[src/rtl/acd_pkg.sv]
package acd_pkg;
    typedef enum logic [1:0] {
        S_ACQ    = 2'd0,
        S_VERIFY = 2'd1,
        S_LOCK   = 2'd2
    } sync_state_e;
endpackage

[src/rtl/acd_frame_timer.sv]
// Frame slot counter plus the two-of-three tick pattern for the 384 ratio.
module acd_frame_timer #(
    parameter int TICKS_PER_FRAME = 256,
    localparam int SLOTS_HI = TICKS_PER_FRAME * 3 / 2,
    localparam int SW = $clog2(SLOTS_HI),
    localparam int TW = $clog2(TICKS_PER_FRAME)
) (
    input  logic          clk,
    input  logic          rst_n,
    input  logic          ratio_hi,
    input  logic          align,
    output logic [SW-1:0] slot,
    output logic [SW-1:0] slot_last,
    output logic          tick,
    output logic [TW-1:0] tcnt
);
    logic [1:0] ph3;
    logic       wrap;

    assign slot_last = ratio_hi ? SW'(SLOTS_HI - 1) : SW'(TICKS_PER_FRAME - 1);
    assign wrap      = (slot == slot_last);
    assign tick      = !ratio_hi || (ph3 != 2'd2);

    always_ff @(posedge clk or negedge rst_n) begin
        if (!rst_n) begin
            slot <= '0;
            ph3  <= 2'd0;
            tcnt <= '0;
        end else if (align) begin
            // the sampling cycle was slot 0 and held a tick
            slot <= SW'(1);
            ph3  <= 2'd1;
            tcnt <= TW'(1);
        end else if (wrap) begin
            slot <= '0;
            ph3  <= 2'd0;
            tcnt <= '0;
        end else begin
            slot <= slot + SW'(1);
            ph3  <= (ph3 == 2'd2) ? 2'd0 : ph3 + 2'd1;
            tcnt <= tcnt + TW'(tick);
        end
    end
endmodule

[src/rtl/acd_phase_check.sv]
// Frame-clock edge detector and slot-window checker.
module acd_phase_check #(
    parameter int SW = 9
) (
    input  logic          clk,
    input  logic          rst_n,
    input  logic          lrck_in,
    input  logic [SW-1:0] slot,
    input  logic [SW-1:0] slot_last,
    input  logic          armed,
    input  logic          align,
    output logic          rise,
    output logic          edge_ok,
    output logic          phase_err
);
    logic lrck_q;
    logic hit;
    logic in_win;
    logic late_slot;

    assign rise      = lrck_in && !lrck_q;
    assign in_win    = (slot == '0) || (slot == SW'(1)) || (slot == slot_last);
    assign late_slot = (slot == SW'(2));
    assign edge_ok   = rise && in_win;
    assign phase_err = armed && ((rise && !in_win) || (late_slot && !hit));

    always_ff @(posedge clk or negedge rst_n) begin
        if (!rst_n) begin
            lrck_q <= 1'b1;
            hit    <= 1'b0;
        end else begin
            lrck_q <= lrck_in;
            if (align)
                hit <= 1'b1;
            else if (late_slot)
                hit <= 1'b0;
            else if (edge_ok)
                hit <= 1'b1;
        end
    end
endmodule

[src/rtl/acd_sync_fsm.sv]
// Acquire / verify / lock sequencing of the resynchronising reset.
module acd_sync_fsm
    import acd_pkg::*;
#(
    parameter int LOCK_FRAMES = 2,
    localparam int GW = $clog2(LOCK_FRAMES + 1)
) (
    input  logic clk,
    input  logic rst_n,
    input  logic rise,
    input  logic edge_ok,
    input  logic phase_err,
    output logic armed,
    output logic align,
    output logic locked,
    output logic sync_err
);
    sync_state_e   state, nxt;
    logic [GW-1:0] good, good_nxt;
    logic          err_q;

    always_ff @(posedge clk or negedge rst_n) begin
        if (!rst_n) begin
            state <= S_ACQ;
            good  <= '0;
            err_q <= 1'b0;
        end else begin
            state <= nxt;
            good  <= good_nxt;
            err_q <= phase_err;
        end
    end

    always_comb begin
        nxt      = state;
        good_nxt = good;
        unique case (state)
            S_ACQ: begin
                if (rise) begin
                    nxt      = S_VERIFY;
                    good_nxt = '0;
                end
            end
            S_VERIFY: begin
                if (phase_err)
                    nxt = S_ACQ;
                else if (edge_ok) begin
                    if (good == GW'(LOCK_FRAMES - 1))
                        nxt = S_LOCK;
                    else
                        good_nxt = good + GW'(1);
                end
            end
            S_LOCK: begin
                if (phase_err)
                    nxt = S_ACQ;
            end
            default: nxt = S_ACQ;
        endcase
    end

    always_comb begin
        armed    = (state != S_ACQ);
        align    = (state == S_ACQ) && rise;
        locked   = (state == S_LOCK);
        sync_err = err_q;
    end
endmodule

[src/rtl/acd_clk_sync.sv]
module acd_clk_sync #(
    parameter int TICKS_PER_FRAME = 256,
    parameter int LOCK_FRAMES = 2
) (
    input  logic clk,
    input  logic rst_n,
    input  logic ratio_hi,
    input  logic master_mode,
    input  logic lrck_in,
    output logic en_256,
    output logic en_128,
    output logic bclk_out,
    output logic fsync_out,
    output logic sync_rst,
    output logic sync_err
);
    localparam int SLOTS_HI = TICKS_PER_FRAME * 3 / 2;
    localparam int SW = $clog2(SLOTS_HI);
    localparam int TW = $clog2(TICKS_PER_FRAME);

    logic [SW-1:0] slot, slot_last;
    logic [TW-1:0] tcnt;
    logic          tick, align, armed, locked;
    logic          rise, edge_ok, phase_err;

    acd_frame_timer #(.TICKS_PER_FRAME(TICKS_PER_FRAME)) u_timer (
        .clk(clk), .rst_n(rst_n), .ratio_hi(ratio_hi), .align(align),
        .slot(slot), .slot_last(slot_last), .tick(tick), .tcnt(tcnt)
    );

    acd_phase_check #(.SW(SW)) u_phase (
        .clk(clk), .rst_n(rst_n), .lrck_in(lrck_in), .slot(slot),
        .slot_last(slot_last), .armed(armed), .align(align),
        .rise(rise), .edge_ok(edge_ok), .phase_err(phase_err)
    );

    acd_sync_fsm #(.LOCK_FRAMES(LOCK_FRAMES)) u_fsm (
        .clk(clk), .rst_n(rst_n), .rise(rise), .edge_ok(edge_ok),
        .phase_err(phase_err), .armed(armed), .align(align),
        .locked(locked), .sync_err(sync_err)
    );

    assign en_256    = locked && tick;
    assign en_128    = locked && tick && tcnt[0];
    assign bclk_out  = locked && master_mode && tcnt[0];
    assign fsync_out = locked && master_mode && tcnt[TW-2];
    assign sync_rst  = !locked;
endmodule

[config.mk]
export PLATFORM = sky130hd
export DESIGN_NAME = acd_clk_sync
export DESIGN_NICKNAME = d
export VERILOG_FILES = /design/src/rtl/acd_pkg.sv /design/src/rtl/acd_frame_timer.sv /design/src/rtl/acd_phase_check.sv /design/src/rtl/acd_sync_fsm.sv /design/src/rtl/acd_clk_sync.sv
export SDC_FILE = /design/constraint.sdc
export NUM_CORES = 1
export LEC_CHECK = 0
export ABC_AREA = 0
export ABC_CLOCK_PERIOD_IN_PS = 2600
export BUFFER_PORTS_ARGS = -buffer_cell sky130_fd_sc_hd__buf_2
export CELL_PAD_IN_SITES_DETAIL_PLACEMENT = 2
export CELL_PAD_IN_SITES_GLOBAL_PLACEMENT = 2
export CORE_UTILIZATION = 31
export DETAILED_ROUTE_END_ITERATION = 8
export PLACE_DENSITY_LB_ADDON = 0.1
export SLEW_MARGIN = 5
export SYNTH_ARGS = -nofsm -noshare
export SYNTH_HDL_FRONTEND = slang
export SYNTH_SLANG_ARGS = --single-unit
[constraint.sdc]
create_clock -name clk -period 2.6 [get_ports clk]
set_clock_uncertainty 0.1 [all_clocks]
set_input_delay 0.52 -clock clk [delete_from_list [all_inputs] [get_ports clk]]
set_output_delay 0.52 -clock clk [all_outputs]
set_load 0.02 [all_outputs]
; ---- Word-level counts from Yosys, hierarchy flattened
; Index checks and enable logic that the tools add are counted.
[totals]
reg_bits = 26
inputBits = 5
output_inout_bits = 6
elab_cells = 76
[classes]
add_sub_neg = 4
n_eq_ne = 15
n_mux = 22
n_reduce_logical = 27
[op_table]
columns = operator, n
row1 = $mux W9, 3
row2 = $mux W2, 12
row3 = $mux W8, 2
row4 = $logic_and A1 B1 Y1, 11
row5 = $add A9 B1 Y9 const B, 1
row6 = $eq A9 B1 Y1 const B, 1
row7 = $eq A9 B2 Y1 const B, 1
row8 = $eq A9 B9 Y1, 1
row9 = $logic_not A9 Y1, 1
row10 = $add A8 B1 Y8, 1
row11 = $ne A2 B2 Y1 const B, 4
row12 = $pmux W2 S3, 1
row13 = $logic_not A1 Y1, 5
row14 = $reduce_and A5 Y1, 1
row15 = $add A2 B1 Y2 const B, 2
row16 = $eq A2 B1 Y1 const B, 2
row17 = $eq A2 B2 Y1 const B, 2
row18 = $logic_or A1 B1 Y1, 4
row19 = $ne A2 B1 Y1 const B, 2
row20 = $pmux W2 S2, 1
row21 = $reduce_and A4 Y1, 1
row22 = $reduce_bool A2 Y1, 2
row23 = $mux W1, 3
row24 = $ne A3 B1 Y1 const B, 1
row25 = other kinds (3), 3

; ---- Depth between registers and ports, before layout
[depth]
ltp_word = 9
ltp_mapped = 8
mapped_depth_nobuf = 8

; ---- By module
; From an unflattened synthesis, not the netlist that was laid out.
[hier_totals]
hier_cells = 152
hier_area_um2 = 1515.2
[modules_own_cells]
columns = mod, instances, cells_per_inst, area_per_inst_um2, seq_area_each_um2
row1 = acd_frame_timer, 1, 96, 996.0, 475.5
row2 = acd_sync_fsm, 1, 25, 256.5, 125.1
row3 = acd_phase_check, 1, 26, 232.7, 51.3
row4 = acd_clk_sync, 1, 5, 30.0, 0.0

; ---- Worst setup path before layout
; No wires, ideal clock.
[synth_path]
path_type = input -> register
from = input ratio_hi
to = register u_fsm.good[1]
setup_ns = 0.104
arrival_time_ns = 1.660
required_time_ns = 2.396
path_slack_ns = 0.736
path_stages = 5
n_path_buf = 0
path_cell_list = nor3b_2 > o2111ai_4 > and2_4 > or3_1 > o311ai_1
[synth_via]
elab_chain_cells = 9
elab_cells_between_ends = 11
cone_classes = eq/ne: 3 / mux: 1 / reduce/logical: 7
[synth_lines]
columns = item, line_no
row1 = start: declaration, acd_clk_sync.sv:7  ; input logic ratio_hi,
row2 = $mux W9 (*), acd_frame_timer.sv:20  ; assign slot_last = ratio_hi ? SW'(SLOTS_HI - 1) : SW'(TICKS_PER_FRAME - 1);
row3 = $eq A9 B9 Y1 (*), acd_phase_check.sv:22  ; assign in_win = (slot == '0) || (slot == SW'(1)) || (slot == slot_last);
row4 = $logic_or A1 B1 Y1 (*), acd_phase_check.sv:22
row5 = $logic_not A1 Y1, acd_phase_check.sv:25  ; assign phase_err = armed && ((rise && !in_win) || (late_slot && !hit));
row6 = $logic_and A1 B1 Y1, acd_phase_check.sv:25
row7 = $logic_or A1 B1 Y1, acd_phase_check.sv:25
row8 = $logic_and A1 B1 Y1, acd_phase_check.sv:25
row9 = $ne A2 B2 Y1 (no source line), --
row10 = $reduce_and A5 Y1 (no source line) (*), --
row11 = end signal: assignment, acd_sync_fsm.sv:29  ; good <= good_nxt;
row12 = end: declaration, acd_sync_fsm.sv:19  ; logic [GW-1:0] good, good_nxt;
; Every way passes the cells marked *; elsewhere a longest branch is shown, timed or not.
; A chain may end at the register's enable or synchronous reset.

; ---- Worst setup path after layout
[layout_path]
from = register u_timer.slot[0]
to = register u_fsm.good[1]
[layout_via]
elab_chain_cells = 9
elab_cells_between_ends = 15
cone_classes = eq/ne: 5 / reduce/logical: 10
[layout_lines]
columns = item, line_no
row1 = start: declaration, acd_frame_timer.sv:12  ; output logic [SW-1:0] slot,
row2 = start signal: assignment, acd_frame_timer.sv:39  ; slot <= slot + SW'(1);
row3 = $eq A9 B1 Y1 or $logic_not A9 Y1 (tied branches), acd_phase_check.sv:22
row4 = $logic_or A1 B1 Y1 (2 in series), acd_phase_check.sv:22
row5 = $logic_not A1 Y1, acd_phase_check.sv:25
row6 = $logic_and A1 B1 Y1, acd_phase_check.sv:25
row7 = $logic_or A1 B1 Y1, acd_phase_check.sv:25
row8 = $logic_and A1 B1 Y1, acd_phase_check.sv:25
row9 = $ne A2 B2 Y1 (no source line), --
row10 = $reduce_and A5 Y1 (no source line) (*), --
; Marks and branches as above.

==> flow_summary.ini <==
[synthesis]
async_reset_ff_share_pct = 100
yosysSeqAreaShare_pct = 48.9
synthDistinctLibCells = 32
synth.ff_latch_count = 25
ys_top_cells_by_area = dfrtp_1 47%, ha_1 6.8%, xor2_1 5.5%
syn_area_per_cell_um2 = 10.2
syn-num-nets = 137
synth.most_common_cell = dfrtp_1
yosys-top-cells-count = 24 x dfrtp_1, 15 x nor2_1, 10 x nand2_1, 8 x and3_1, 8 x xor2_1
synth_edf_count = 0
synth_area_mm2 = 0.00128
yosysTopAreaCell = dfrtp_1
synth.top_cell.area_share_pct = 46.9
postSynthCellCount = 125
synthFlopType = dfrtp_1
synth_warnings = 0

[power_and_ir_drop]
switchingPower_mw = 0.535
p_per_area_mw_per_mm2 = 953
combPwrFrac_pct = 35.3
ir_drop_mv = 0.309
pwr-share-clk_pct = 17.3
leakage_nw = 0.689
switching_share_pct = 39.1
pwr-share-seq_pct = 47.4
intPower_mw = 0.832

[cells_and_area]
fillCellCount = 454
final_nets = 151
n_antenna_cell = 0
drive_above_1_share_pct = 14.5
regArea_um2 = 627
area.growth.synth_to_final_pct = 12.0
multi_input_area_um2 = 624

[timing]
finalSetupTns_ps = 0
slew_viol_final = 0
fin_crit_ps = 2080
fmax_mhz = 482
setup_ws_ps = 524
setup_viol = 0
worst_slew_pin_slew_ps = 589
rsz0062_at_grt = no
post-route-period-util_pct = 79.9
hold_viol_final = 0
relSlewSlack_pct = 60.7

[global_routing]
grt_pass1_wl_mm = 5.28
grt_pass1_vias = 1070
grt_max_degree = 26
antenna_found_initial = 0
gr-total-overflow = 0
globalRouteTotalUtil_pct = 16.7

[route]
via_per_inst = 5.06
topRoutingLayerUsed = met4
drc = 0
drtIter0Drc = 27
met2_length_mm = 1.47
drt_pre_antenna_iters = 3
routed_wl_mm = 3.03
ant_nets = 0
wl_met3_um = 83
routedLengthMet1_mm = 1.43
wl_per_cell_um = 16.1
via_count = 951

[placement]
place.gp.congestion = 0.727
pre_cts_slack_ps = 458
hpwlAfterDp_mm = 2.31
numPortBuffers = 10

[floorplanning]
die_width_um = 66.3
die_h_um = 66.3
coreArea_mm2 = 0.00397
initial_core_util_pct = 32.3
fp.dieArea_mm2 = 0.00439
ioPinCount = 11
placementRows = 23

[clock_network]
cts_tree = built
cts_hold_buf = 0
numCtsBuffers = 3
numClockSinks = 25
clk_latency_ps = 270
clk_pin_slew_worst_paths_ps = 90
cts_resized = 0
cts_buffer_depth = 2
post_cts_buffers = 0
htreeDepth = 1
cts-root-buf = clkbuf_8

[setup_path]
cp_top_family = simple AND/OR/NAND/NOR gates
crit_path_max_incr_delay_ps = 470
critPathRequiredTime_ps = 2670
endpoint_kind = flop
cp_max_fo = 8
critPathArrivalTime_ps = 2150
crit_chain = ha_1 > o2111ai_4 > and2_4 > or3_1 > o311ai_1
slowest_stage = dfrtp_1
crit_path_start_kind = flop
path_class = reg2reg
cp.buffers_inverters = 0

[run]
maxCapViolCount = 0

[hold_path]
min_path_type = in2async

[status]
outcome = complete, no violations
-- cells in the final DEF, fill, tap and decap left out, drive strengths merged, types with 2 or more instances in the layout --
cell type | synthesis | final
clkbuf | 1 | 4
dfrtp | 24 | 24
nand2 | 10 | 10
xnor2 | 4 | 4
nor2 | 15 | 15
buf | 0 | 10
xor2 | 8 | 8
o211ai | 2 | 2
o311ai | 3 | 3
ha | 7 | 7
and2 | 2 | 2
nand2b | 2 | 2
nor3 | 2 | 2
nor2b | 2 | 2
nand4 | 3 | 3
a21oi | 4 | 4
or3 | 2 | 2
nand3 | 7 | 7
inv | 7 | 7
o21ai | 3 | 3
and3 | 8 | 8
-- layer usage --
metal / vias up / GRT usage, %
met5: - / 0
met4: 0 / 7.18
met3: 5 / 2.76
met2: 13 / 27.8
met1: 472 / 21.1
li1: 461 / -
-- path summary, 6_finish.rpt --
| check | start | depth (start not counted) | to | slack (ps) |
|---|---|---|---|---|
| max | u_timer.slot[0] | 5 | u_fsm.good[1] | 520 |
| min | rst_n | 1 | u_timer.ph3[1] | 140 |
| max reg2reg | u_timer.slot[0] | 5 | u_fsm.good[1] | 520 |
| min reg2reg | u_timer.ph3[1] | 1 | u_timer.ph3[1] | 390 |
| max in group asynchronous | rst_n | 1 | u_timer.slot[3] | 1870 |
| min in group clk | lrck_in | 1 | u_phase.lrck_q | 250 |
-- power by group through the flow --
| stage | clock network [mW] | logic (mW) | registers [mW] |
|---|---|---|---|
| floorplan | 0 | 0.359 | 0.621 |
| global placement | 0 | 0.465 | 0.646 |
| global route | 0.261 | 0.570 | 0.669 |
| detailed placement | 0 | 0.496 | 0.656 |
| CTS | 0.249 | 0.500 | 0.649 |
| finish | 0.237 | 0.482 | 0.648 |
-- sequential cells by signal, summed over array words and instances, names as in the netlist --
register	flops
u_timer.ph3	2
u_timer.slot	9
u_timer.tcnt	7
u_fsm.sync_err	1
u_phase.hit	1
u_phase.lrck_q	1
u_fsm.state	2
u_fsm.good	2
-- area by class of cell --
| class | count | share of cell area [%] |
|---|---|---|
| multi-input cells | 92 | 43.5 |
| flip-flops and latches | 25 | 43.7 |
| well taps | 50 | 4.36 |
| repair buffers | 10 | 3.49 |
| clock buffers | 4 | 3.14 |
| inverters | 7 | 1.83 |
-- cell families (layout without fill, tap and decap cells) --
group | Yosys count | in the layout | share of synthesized area, %
AO/OA/AOI/OAI | 16 | 16 | 9.86
XOR/XNOR | 12 | 12 | 8.20
adder cells (fa/ha/maj) | 7 | 7 | 6.84
buffers and inverters | 8 | 21 | 2.34
flip-flops | 25 | 25 | 48.9
AND/OR/NAND/NOR | 57 | 57 | 23.8
-- metrics by stage --
step / utilization [%] / hold WS [ps] / instance area [um^2] / std cells / power, mW
global route: 36.1 / 179 / 1440 / 188 / 1.50
floorplan: - / 124 / 1280 / 125 / 0.980
global placement: 35.0 / 346 / 1390 / 184 / 1.11
CTS: 36.1 / 166 / 1440 / 188 / 1.40
finish: 36.1 / 140 / 1440 / 188 / 1.37
detailed placement: 35.0 / 375 / 1390 / 184 / 1.15
-- worst reg2reg max path, delay by kind of cell (launching register included) --
family	cells	cell delay [ps]
adders and majority gates	1	340
AOI/OAI and AO/OA	2	520
DFF	1	470
and+or+nand+nor	2	550
Note: power is estimated with default switching activity, not from simulation.
